<file path="config.mk">
export PLATFORM = sky130hd
export DESIGN_NAME = err_report_reg
export DESIGN_NICKNAME = d
export VERILOG_FILES = /design/src/rtl/erpt_pkg.sv /design/src/rtl/err_report_shift.sv /design/src/rtl/err_report_slot.sv /design/src/rtl/err_report_reg.sv
export SDC_FILE = /design/constraint.sdc
export NUM_CORES = 1
export LEC_CHECK = 0
export ABC_CLOCK_PERIOD_IN_PS = 2150
export BUFFER_PORTS_ARGS = -buffer_cell sky130_fd_sc_hd__buf_2
export CORE_MARGIN = 1.5
export CORE_UTILIZATION = 40
export DETAILED_ROUTE_END_ITERATION = 7
export PLACE_DENSITY = 0.64
export SLEW_MARGIN = 15
export SYNTH_ARGS = -nofsm -noshare
export SYNTH_HDL_FRONTEND = slang
export SYNTH_SLANG_ARGS = --single-unit
export TNS_END_PERCENT = 30
</file>
<file path="constraint.sdc">
create_clock -name clk -period 2.15 [get_ports clk]
set_clock_uncertainty 0.1 [all_clocks]
set_input_delay 0.43 -clock clk [delete_from_list [all_inputs] [get_ports clk]]
set_output_delay 0.43 -clock clk [all_outputs]
set_load 0.005 [all_outputs]
</file>
<file path="src/rtl/erpt_pkg.sv">
package erpt_pkg;
    parameter int FRAME_W = 6;
    parameter int OFFS_W  = 8;
    parameter int EXT_W   = 3;

    typedef enum logic [1:0] {
        ERR_NONE       = 2'd0,
        ERR_SINGLE     = 2'd1,
        ERR_DOUBLE_ADJ = 2'd2,
        ERR_MULTI      = 2'd3
    } err_kind_e;

    typedef struct packed {
        logic [FRAME_W-1:0] frame;
        logic [OFFS_W-1:0]  offs;
        err_kind_e          kind;
    } err_loc_t;

    typedef struct packed {
        logic     ovr;
        err_loc_t loc;
    } err_word_t;

    localparam int WORD_W = $bits(err_word_t);
    localparam int SCNT_W = $clog2(WORD_W + 1);
endpackage

</file>
<file path="src/rtl/err_report_shift.sv">
module err_report_shift
    import erpt_pkg::*;
(
    input  logic              clk,
    input  logic              rst,
    input  logic              cap,
    input  logic              shift,
    input  logic              upd,
    input  logic              sdi,
    input  logic              disarm,
    input  logic [WORD_W-1:0] par_in,
    output logic              sdo,
    output logic              read_done
);
    logic [WORD_W-1:0] sreg;
    logic [SCNT_W-1:0] cnt;
    logic              armed;

    always_ff @(posedge clk) begin
        if (rst) begin
            sreg  <= '0;
            cnt   <= '0;
            armed <= 1'b0;
        end else begin
            if (cap) begin
                sreg  <= par_in;
                cnt   <= '0;
                armed <= 1'b1;
            end else if (shift) begin
                sreg <= {sdi, sreg[WORD_W-1:1]};
                if (cnt != SCNT_W'(WORD_W)) cnt <= cnt + 1'b1;
            end
            if (upd || disarm) armed <= 1'b0;
        end
    end

    assign sdo       = sreg[0];
    assign read_done = upd && armed && (cnt == SCNT_W'(WORD_W));

    // capture exposes bit 0 of the parallel word on the next cycle
    a_r3_capture_lsb: assert property (@(posedge clk) disable iff (rst)
        cap |=> sdo == $past(par_in[0]));
    // each shift advances the serial output by one position
    a_r3_shift_step: assert property (@(posedge clk) disable iff (rst)
        (shift && !cap) |=> sdo == $past(sreg[1]));
endmodule

</file>
<file path="src/rtl/err_report_slot.sv">
module err_report_slot
    import erpt_pkg::*;
(
    input  logic             clk,
    input  logic             rst,
    input  logic             new_valid,
    input  err_loc_t         new_loc,
    input  logic             frame_done,
    input  logic [EXT_W-1:0] hold_frames,
    input  logic             read_done,
    output err_word_t        cur_word,
    output logic             valid,
    output logic             pend_v,
    output logic             load_now
);
    err_loc_t         cur, pend, n_cur, n_pend;
    logic             ovr, n_ovr, n_valid, n_pend_v;
    logic [EXT_W-1:0] cnt, n_cnt;
    logic             eff_valid, hit;

    assign eff_valid = valid && !read_done;
    assign hit = frame_done &&
                 (((EXT_W+1)'(cnt) + 1'b1) == (EXT_W+1)'(hold_frames));

    always_comb begin
        n_cur    = cur;
        n_pend   = pend;
        n_ovr    = ovr;
        n_valid  = valid;
        n_pend_v = pend_v;
        n_cnt    = cnt;
        load_now = 1'b0;
        if (read_done) begin
            n_valid = 1'b0;
            n_ovr   = 1'b0;
        end
        if (new_valid) begin
            if (!eff_valid) begin
                load_now = 1'b1;
                n_valid  = 1'b1;
                if (pend_v) begin
                    n_cur  = pend;
                    n_pend = new_loc;
                    n_cnt  = '0;
                end else begin
                    n_cur = new_loc;
                end
            end else if (hold_frames == '0) begin
                load_now = 1'b1;
                n_cur    = new_loc;
                n_ovr    = 1'b1;
                n_pend_v = 1'b0;
            end else begin
                n_pend   = new_loc;
                n_pend_v = 1'b1;
                n_cnt    = '0;
                if (pend_v) n_ovr = 1'b1;
            end
        end else if (pend_v) begin
            if (!eff_valid) begin
                load_now = 1'b1;
                n_cur    = pend;
                n_valid  = 1'b1;
                n_pend_v = 1'b0;
            end else if (hit) begin
                load_now = 1'b1;
                n_cur    = pend;
                n_ovr    = 1'b1;
                n_pend_v = 1'b0;
            end else if (frame_done) begin
                n_cnt = cnt + 1'b1;
            end
        end
    end

    always_ff @(posedge clk) begin
        if (rst) begin
            cur    <= '0;
            pend   <= '0;
            ovr    <= 1'b0;
            valid  <= 1'b0;
            pend_v <= 1'b0;
            cnt    <= '0;
        end else begin
            cur    <= n_cur;
            pend   <= n_pend;
            ovr    <= n_ovr;
            valid  <= n_valid;
            pend_v <= n_pend_v;
            cnt    <= n_cnt;
        end
    end

    assign cur_word = '{ovr: ovr, loc: cur};

    // overrun is only reported against a held report
    a_r5_ovr_needs_valid: assert property (@(posedge clk) disable iff (rst)
        ovr |-> valid);
    // a pending report only exists behind a valid one
    a_r6_pend_needs_valid: assert property (@(posedge clk) disable iff (rst)
        pend_v |-> valid);
    // a report loaded into an empty register carries no overrun
    a_r2_fresh_no_ovr: assert property (@(posedge clk) disable iff (rst)
        $rose(valid) |-> !ovr);
    // without a frame pulse, arrival or readout the pending slot stays
    a_r6_pend_kept: assert property (@(posedge clk) disable iff (rst)
        (pend_v && !frame_done && !new_valid && !read_done) |=> pend_v);
endmodule

</file>
<file path="src/rtl/err_report_reg.sv">
module err_report_reg
    import erpt_pkg::*;
(
    input  logic               clk,
    input  logic               rst,
    input  logic               new_valid,
    input  logic [1:0]         new_kind,
    input  logic [OFFS_W-1:0]  new_offs,
    input  logic [FRAME_W-1:0] new_frame,
    input  logic               frame_done,
    input  logic [EXT_W-1:0]   hold_frames,
    input  logic               cap,
    input  logic               shift,
    input  logic               upd,
    input  logic               sdi,
    output logic               sdo,
    output logic               rpt_valid,
    output logic               rpt_overrun,
    output logic               rpt_pending
);
    err_loc_t  new_loc;
    err_word_t cur_word;
    logic      read_done, load_now;

    assign new_loc = '{frame: new_frame, offs: new_offs, kind: err_kind_e'(new_kind)};

    err_report_slot u_slot (
        .clk         (clk),
        .rst         (rst),
        .new_valid   (new_valid),
        .new_loc     (new_loc),
        .frame_done  (frame_done),
        .hold_frames (hold_frames),
        .read_done   (read_done),
        .cur_word    (cur_word),
        .valid       (rpt_valid),
        .pend_v      (rpt_pending),
        .load_now    (load_now)
    );

    err_report_shift u_shift (
        .clk       (clk),
        .rst       (rst),
        .cap       (cap),
        .shift     (shift),
        .upd       (upd),
        .sdi       (sdi),
        .disarm    (load_now),
        .par_in    (cur_word),
        .sdo       (sdo),
        .read_done (read_done)
    );

    assign rpt_overrun = cur_word.ovr;

    // a completed readout with nothing waiting leaves the register empty
    a_r4_read_clears: assert property (@(posedge clk) disable iff (rst)
        (read_done && !rpt_pending && !new_valid) |=> !rpt_valid && !rpt_overrun);
endmodule

</file>
# --- Yosys cells after proc, flatten, opt, wreduce, memory -nomap -nowiden ---
# Index checks and enable logic that the tools add are counted.
# Widths: inputs -> output; s select.
totals:
  out_inout_bits: 4
  reg_bits: 61
classes:
  muxes: 44
  n_reduce_logical: 18
  n_eq_ne: 9
  addsub: 3
op_table:
  columns: ["cell", "n"]
  rows:
  - ["$mux 16", 10]
  - ["$mux 17", 2]
  - ["$mux 1", 24]
  - ["$mux 3", 8]
  - ["$reduce_bool 2->1", 5]
  - ["$ne 3x3->1 const B", 3]
  - ["$reduce_and 3->1", 2]
  - ["$reduce_and 6->1", 1]
  - ["$add 5x1->5 const B", 1]
  - ["$eq 5x5->1 const B", 1]
  - ["$ne 5x5->1 const B", 1]
  - ["$add 3x1->4 const B", 1]
  - ["$eq 4x3->1", 1]
  - ["$logic_and 1x1->1", 4]
  - ["$ne 2x2->1 const B", 2]
  - ["$reduce_or 2->1", 2]
  - ["$add 3x1->3 const B", 1]
  - ["$logic_not 3->1", 1]
  - ["$ne 2x1->1 const B", 1]
  - ["$reduce_and 2->1", 1]
  - ["$logic_not 1->1", 1]
  - ["$logic_or 1x1->1", 1]

# --- Logic depth before layout (Yosys ltp) ---
# Gate-level depths: netlist (run 1).
logic_depth:
  word_depth: 9
  mapped_depth: 9

# --- Hierarchy ---
# Synthesis (run 1) repeated with hierarchy kept, for this count alone.
unflattened:
  cells_unflattened: 280
  area_unflattened_um2: 2944.1
by_module_without_submodules:
  columns: ["module", "instances", "cells_per_inst", "area_per_inst_um2", "seq_area_each_um2"]
  rows:
  - ["err_report_slot", 1, 175, 1833.0, 760.7]
  - ["err_report_shift", 1, 105, 1111.1, 460.4]

# --- Worst setup path after synthesis (run 1) ---
# No wires, ideal clock.
synth_timing:
  kind: "reg2reg"
  startpoint: "reg u_slot.cnt[0]"
  endpoint: "reg u_slot.cur (netlist bit u_slot.cur_word[11])"
  setup_slack_ps: -66
  setup_time_ps: 121
  synth_period_minus_slack_ps: 2216
  required_time_ps: 1929
  arrival_ps: 1994
  stages_incl_launch_ff: 8
  cell_sequence: "dfxtp_1 -> ha_1 -> xor2_1 -> o211a_1 -> o211a_4 -> o31ai_4 -> buf_12 -> mux2_4"
synth_between:
  elab_chain_cells: 5
synth_lines:
  columns: ["element", "line", "text"]
  rows:
  - ["start: declaration", "err_report_slot.sv:18", "logic [EXT_W-1:0] cnt, n_cnt;"]
  - ["start signal: assignment", "err_report_slot.sv:90", "cnt <= n_cnt;"]
  - ["$add 3x1->4", "err_report_slot.sv:23", "(((EXT_W+1)'(cnt) + 1'b1) == (EXT_W+1)'(hold_frames));"]
  - ["$eq 4x3->1", "err_report_slot.sv:23", null]
  - ["$logic_and 1x1->1", "err_report_slot.sv:22", "assign hit = frame_done &&"]
  - ["$ne 3x3->1 (no line)", null, null]
  - ["$reduce_and 3->1 (no line)", null, null]
  - ["end signal: assignment", "err_report_slot.sv:85", "cur <= n_cur;"]
  - ["end: declaration", "err_report_slot.sv:16", "err_loc_t cur, pend, n_cur, n_pend;"]
# No other way between the ends.
# A chain may end at the register's enable or synchronous reset.

# --- Worst setup path after layout (run 1) ---
layout_timing:
  startpoint: "reg u_shift.cnt[1]"
  endpoint: "reg u_slot.cur (netlist bit u_slot.cur_word[13])"
layout_between:
  elab_chain_cells: 7
layout_lines:
  columns: ["element", "line", "text"]
  rows:
  - ["start: declaration", "err_report_shift.sv:16", "logic [SCNT_W-1:0] cnt;"]
  - ["start signal: assignment", "err_report_shift.sv:31", "if (cnt != SCNT_W'(WORD_W)) cnt <= cnt + 1'b1;"]
  - ["$eq 5x5->1 (*)", "err_report_shift.sv:38", "assign read_done = upd && armed && (cnt == SCNT_W'(WORD_W));"]
  - ["$logic_and 1x1->1 (*)", "err_report_shift.sv:38", null]
  - ["$logic_not 1->1 (*)", "err_report_slot.sv:21", "assign eff_valid = valid && !read_done;"]
  - ["$logic_and 1x1->1 (*)", "err_report_slot.sv:21", null]
  - ["$mux 16", "err_report_slot.sv:60", "if (!eff_valid) begin"]
  - ["$mux 16", "err_report_slot.sv:59", "end else if (pend_v) begin"]
  - ["$mux 16", "err_report_slot.sv:37", "if (new_valid) begin"]
# Every way passes the cells marked *; elsewhere a longest branch is shown, timed or not. The select of a mux whose other input is x is not followed.

==> run_results.csv, run 1 <==
group,metric,value,unit
clock_tree,cts_tree,"done",
routing,drc_errors,0,
worst_setup_path,arrival,2.30,ns
routing,drt-wirelength-per-cell,13.8,microns
place,numPortBuffers,30,
sta,relSlewSlack,0.557,
layout,layout.nets,406,
floorplanning,rows,31,
flow_run,drv_cap,0,
global_routing,busiest_layer,"met2",
worst_setup_path,critPathKind,"reg2reg",
sta,finalCritPeriodShare,0.983,
global_routing,grt_use_met2,0.253,
layout,n_antenna_cell,0,
synth,synth_cell_types,43,
global_routing,grt_usage,0.164,
synth,avgSynthCellArea,9.16,sq um
floorplanning,die_y,90.7,microns
clock_tree,hold_buffers,0,
routing,post_drt_via_cell_ratio,5.07,
routing,wirelength,6610,microns
outcome,outcome,"complete, no violations",
sta,worst_slew_pin_slew,0.664,ns
worst_setup_path,crit_path_end_kind,"flop",
layout,drive_gt1_frac,0.312,
place,dp.cells,458,
worst_hold_path,min_from,"upd",
clock_tree,insertion_delay,0.34,ns
layout,final_cells,480,
place,routabilityCongestion,0.841,
clock_tree,cts_root_buf,"clkbuf_8",
sta,fin_setup_tns,0,ns
synth,synth_cells,336,
layout,syn2layout_area_growth,23.1,%
layout,final_cell_mix,"dfxtp_1 (58), nor2_1 (55), mux2i_1 (34)",
synth,synth-edff-count,0,
layout,nFillCells,672,
sta,max_freq,0.473,GHz
routing,drt_first_pass_iters,4,
place,dp.final_hpwl,4130,microns
floorplanning,die-area,0.00823,sq mm
clock_tree,cts_buffers,9,
power_and_ir_drop,p_leak,1.58,nW
worst_hold_path,min_path_type,"in2reg",
sta,min_period,2.11,ns
clock_tree,path_clk_slew,0.07,ns
power_and_ir_drop,power_density,678,mW/mm^2
clock_tree,clkSinkCount,61,
synth,syn_area,0.00308,sq mm
worst_setup_path,cp-start-kind,"flop",
global_routing,grt_max_degree,45,
worst_setup_path,crit_required,2.33,ns
global_routing,antenna_found_initial,0,
power_and_ir_drop,finalPower,2.57,mW
sta,setup_viol,0,
synth,synth-warning-count,0,
synth,syn_nets,366,
worst_setup_path,rr_startpoint,"u_shift.cnt[1]",
global_routing,use_met1,0.220,
layout,layout_commonest_cell,"dfxtp_1",
floorplanning,core,0.00733,sq mm
synth,async_flop_share,0,
sta,finalMaxSlewViolations,0,
clock_tree,h-tree-depth,3,
floorplanning,io_pins,31,
sta,hold_slack,0.174,ns
synth,synth_ff_type,"dfxtp_1",
clock_tree,cts.path.max_buffers,2,
routing,drt_iter0_drc,79,
worst_setup_path,crit_fanout,8,
global_routing,use_met3,0.0463,
global_routing,overflow,0,
floorplanning,die_w,90.7,microns
synth,ys_seq_elements,61,
global_routing,grt_pass1_vias,2397,
routing,num_vias,2432,
synth,yosysSeqAreaShare,0.397,
worst_setup_path,cp-startpoint,"u_shift.cnt[1]",
sta,final_hold_viol_count,0,
global_routing,grt_pass1_wl,11000,microns
power_and_ir_drop,peakVddDrop,362,uV
routing,drt.antenna.violating_nets,0,
sta,rsz0062_at_grt,"yes",
floorplanning,start_util,0.420,
cells in the mapped netlist, drive strengths merged (2+ instances only):
cell type | instances | area share
ha | 3 | 0.012
a31oi | 2 | 0.0041
or3b | 17 | 0.048
nand2 | 3 | 0.0037
clkbuf | 19 | 0.024
nor2b | 19 | 0.039
buf | 6 | 0.015
o21ai | 18 | 0.029
xor2 | 5 | 0.014
dfxtp | 61 | 0.40
mux2 | 16 | 0.071
nand4 | 2 | 0.0041
nor2 | 55 | 0.067
mux2i | 34 | 0.11
nand3 | 2 | 0.0033
nor3 | 9 | 0.015
o211ai | 5 | 0.012
xnor2 | 2 | 0.0057
nand2b | 2 | 0.0041
nand3b | 2 | 0.0049
a21oi | 36 | 0.059
o211a | 3 | 0.012
cell families after synthesis:
kind of cell	share of synthesized area
simple gates	0.211
buf+inv	0.0398
mux	0.181
flops	0.397
fa+ha+maj	0.0122
xor+xnor	0.0199
compound gates	0.138
metal layers:
metal	share of wire	wire, microns
met1	0.52	3450
met2	0.44	2890
met3	0.029	189
met4	0.012	80
met5	0	0
final timing paths:
| kind | end | slack (ns) | cells after the start |
|---|---|---|---|
| min reg2reg | u_shift.sreg[4] | 0.38 | 2 |
| max | u_slot.cur_word[13] | 0.04 | 8 |
| min | u_shift.armed | 0.17 | 2 |
| max reg2reg | u_slot.cur_word[13] | 0.04 | 8 |
where the power goes:
group	switching (mW)	internal, mW
Clock	0.437	0.535
Sequential	0.0313	1.18
Combinational	0.189	0.193
critical path, cell delays in order, from the launching register on:
cell and delay (ns):
dfxtp_2 0.32, inv_1 0.05, ha_2 0.18, nand4bb_4 0.15
o211a_4 0.31, clkbuf_16 0.17, or3b_2 0.45, a21oi_1 0.18
mux2_4 0.16
stage by stage:
step	instance area (sq um)	util	setup slack, ns
after floorplan	3100	-	-0.00663
after global placement	3440	0.470	-0.0359
after detailed placement	3440	0.470	-0.0712
after CTS	3630	0.496	0.00189
after global routing	3790	0.516	-0.0407
final	3790	0.516	0.0359
state kept, by name, summed over array words and instances (netlist names):
name / count
u_slot.pend_v: 1
u_slot.cur_word: 16
u_shift.sreg: 17
u_shift.armed: 1
u_slot.valid: 1
u_slot.pend: 16
u_slot.cnt: 3
u_shift.cnt: 5
u_slot.ovr: 1
area by class of cell:
| cell class | instances | area [sq um] | share of cell area |
|---|---|---|---|
| Sequential cell | 61 | 1230 | 0.324 |
| Clock inverter | 4 | 48.8 | 0.0129 |
| Inverter | 1 | 3.75 | 0.000991 |
| Clock buffer | 12 | 135 | 0.0357 |
| Tap cell | 99 | 124 | 0.0327 |
| Multi-Input combinational cell | 249 | 1820 | 0.480 |
| Timing Repair Buffer | 54 | 432 | 0.114 |
repair_timing:
item,in CTS,in global routing
endpoints found under the setup margin,3,24
gates cloned,0,2
setup buffers,0,4
endpoints found under the hold margin,0,0
pin swaps,1,10
resized for setup,2,26
No activity file was read; power rests on OpenSTA's default activity.
==> run 2: changes to the inputs <==
- ABC_AREA: not set -> 1
==> run 2 against run 1 <==
  * Count of clock-buffer cells in the layout grew 2
  * Flip-flop and latch count is the same
  * Power grew 3.6%
  * Fmax grew 14%
  * Worst hold slack gained 0.051 ns
  * Clock power is essentially flat
  * Largest power group unchanged
  * Design area shrank 13%
  * Critical path depth grew 5
  * Cell count grew 15%
  * Synthesized cell count grew 26%
  * Non-clock buffer count shrank 18
  * Via count grew 10%
==> run_results.csv, run 2 <==
group,metric,value,unit
outcome,outcome,"complete, no violations",
synth,synth_ff_type,"dfxtp_1",
layout,multiInputGateArea,0.00141,sq mm
layout,stdcell_area,0.00331,sq mm
global_routing,grt_pass1_wl,11200,microns
worst_setup_path,crit_fanout,17,
power_and_ir_drop,power_density,804,mW/mm^2
place,dpl_cell_area,0.00312,sq mm
layout,largest_reg_flops,17,
synth,synth_cell_types,27,
routing,wirelength,6430,microns
global_routing,grt_pass1_vias,2467,
worst_setup_path,crit_required,2.32,ns
sta,fin_setup_tns,0,ns
synth,async_flop_share,0,
synth,synth_cells,424,
sta,min_period,1.85,ns
synth,syn_area,0.00290,sq mm
synth,synth_top_area_share,0.422,
global_routing,grt_max_degree,38,
synth,synth_common_cells,"nand2_1 (96), nor2_1 (95), dfxtp_1 (61)",
place,numPortBuffers,30,
clock_tree,clkSinkCount,61,
clock_tree,cts_tree,"done",
layout,layout_commonest_cell,"nand2_1",
routing,drc_errors,0,
floorplanning,die_y,88.1,microns
layout,n_antenna_cell,0,
clock_tree,h-tree-depth,3,
clock_tree,cts.path.max_buffers,2,
layout,nFillCells,725,
global_routing,antenna_found_initial,0,
synth,syn_nets,454,
sta,worst_slew_pin_slew,0.590,ns
worst_hold_path,min_path_type,"in2reg",
synth,ys_seq_elements,61,
routing,post_drt_via_cell_ratio,4.84,
routing,drt-wirelength-per-cell,11.6,microns
layout,syn2layout_area_growth,14.3,%
synth,synth-edff-count,0,
worst_setup_path,critPathKind,"reg2reg",
sta,relSlewSlack,0.606,
floorplanning,die_w,88.1,microns
synth,synthTopCellsByArea,"dfxtp_1 (42%), nand2_1 (12%), nor2_1 (12%)",
layout,final_cell_mix,"nand2_1 (96), nor2_1 (95), dfxtp_1 (61)",
clock_tree,cts_root_buf,"clkbuf_8",
layout,drive_gt1_frac,0.142,
routing,drt_first_pass_iters,4,
layout,layout.nets,484,
global_routing,grt_usage,0.187,
clock_tree,insertion_delay,0.33,ns
global_routing,overflow,0,
clock_tree,post_cts_resized,0,
routing,drt_iter0_drc,163,
worst_setup_path,crit_path_end_kind,"flop",
routing,num_vias,2682,
sta,final_hold_viol_count,0,
layout,largest_register,"u_shift.sreg",
clock_tree,postCtsSetupBuffers,0,
power_and_ir_drop,p_leak,1.57,nW
place,routabilityCongestion,0.835,
place,dp.final_hpwl,4490,microns
flow_run,drv_cap,0,
floorplanning,rows,30,
sta,max_freq,0.541,GHz
synth,avgSynthCellArea,6.83,sq um
worst_setup_path,cp-start-kind,"flop",
synth,synth-warning-count,0,
sta,finalCritPeriodShare,0.860,
clock_tree,cts_buffers,9,
sta,finalMaxSlewViolations,0,
worst_setup_path,arrival,2.02,ns
floorplanning,die-area,0.00776,sq mm
power_and_ir_drop,peakVddDrop,447,uV
layout,seq_area,0.00122,sq mm
floorplanning,core,0.00691,sq mm
floorplanning,io_pins,31,
routing,drt.antenna.violating_nets,0,
synth,yosysSeqAreaShare,0.422,
clock_tree,hold_buffers,0,
clock_tree,path_clk_slew,0.06,ns
floorplanning,start_util,0.419,
power_and_ir_drop,finalPower,2.66,mW
synth,yosysMostFrequentCell,"nand2_1",
sta,setup_viol,0,
sta,hold_slack,0.225,ns
sta,rsz0062_at_grt,"no",
synth,yosysTopAreaCell,"dfxtp_1",
[run 2: changes by cell type after synthesis, sizes merged, moves of 5 or more]
cell | before | now
or3b | 17 | 0
mux2 | 16 | 0
nor2b | 19 | 0
nand3 | 2 | 27
inv | 1 | 41
xor2 | 5 | 0
clkbuf | 19 | 9
nor3 | 9 | 20
a21oi | 36 | 6
o221ai | 0 | 17
mux2i | 34 | 0
nor2 | 55 | 95
nand2 | 3 | 103
[run 2: layout make-up]
| class | count | share of cell area |
|---|---|---|
| clock buffers | 14 | 0.0491 |
| multi-input cells | 301 | 0.426 |
| flip-flops and latches | 61 | 0.369 |
| repair buffers | 36 | 0.0590 |
| well taps | 96 | 0.0363 |
| inverters | 45 | 0.0518 |
| clock inverters | 1 | 0.00907 |
[run 2: per-stage QoR]
| stage | instances | setup WS, ns | util |
|---|---|---|---|
| finish | 554 | 0.302 | 0.479 |
| global route | 554 | 0.0825 | 0.479 |
| CTS | 554 | 0.285 | 0.479 |
| detailed placement | 539 | 0.309 | 0.451 |
| global placement | 539 | 0.317 | 0.451 |
| floorplan | 424 | 0.452 | - |
[run 2: cells by family (layout without fill, tap and decap cells)]
logic type,count (synthesis),in the layout,synth area share
adders and majority gates,3,3,0.0130
AOI/OAI and AO/OA,47,47,0.106
buffers and inverters,62,96,0.0916
and+or+nand+nor,251,251,0.368
DFF,61,61,0.422
[run 2: per-layer routing]
metal	GRT usage	wire length, microns	share of wire
met4	0.0653	100	0.016
met3	0.0594	221	0.034
met2	0.279	2710	0.42
met5	0	0	0
met1	0.257	3400	0.53
[run 2: path summary, 6_finish.rpt]
path             startpoint            endpoint  slack [ns]  cells after the start
max          u_shift.cnt[1]  u_slot.cur_word[9]        0.30                     13
min                     sdi    u_shift.sreg[16]        0.22                      3
max reg2reg  u_shift.cnt[1]  u_slot.cur_word[9]        0.30                     13
min reg2reg  u_shift.cnt[4]      u_shift.cnt[4]        0.38                      2
[run 2: report_power, final]
| part | total, mW | internal [mW] | switching (mW) |
|---|---|---|---|
| Sequential | 1.27 | 1.22 | 0.0548 |
| Clock | 1.00 | 0.594 | 0.408 |
| Combinational | 0.384 | 0.144 | 0.240 |
| Total | 2.66 | 1.96 | 0.702 |
[run 2: critical path: stages, from the launching register on]
cell	delay, ns
dfxtp_1	0.34
inv_1	0.06
ha_1	0.17
nand2_1	0.06
inv_1	0.05
nand3_2	0.09
nand2_2	0.12
nand2_2	0.10
nand2_4	0.12
inv_2	0.24
nand2_1	0.08
nand2_1	0.09
nor2_1	0.05
nor2_1	0.11
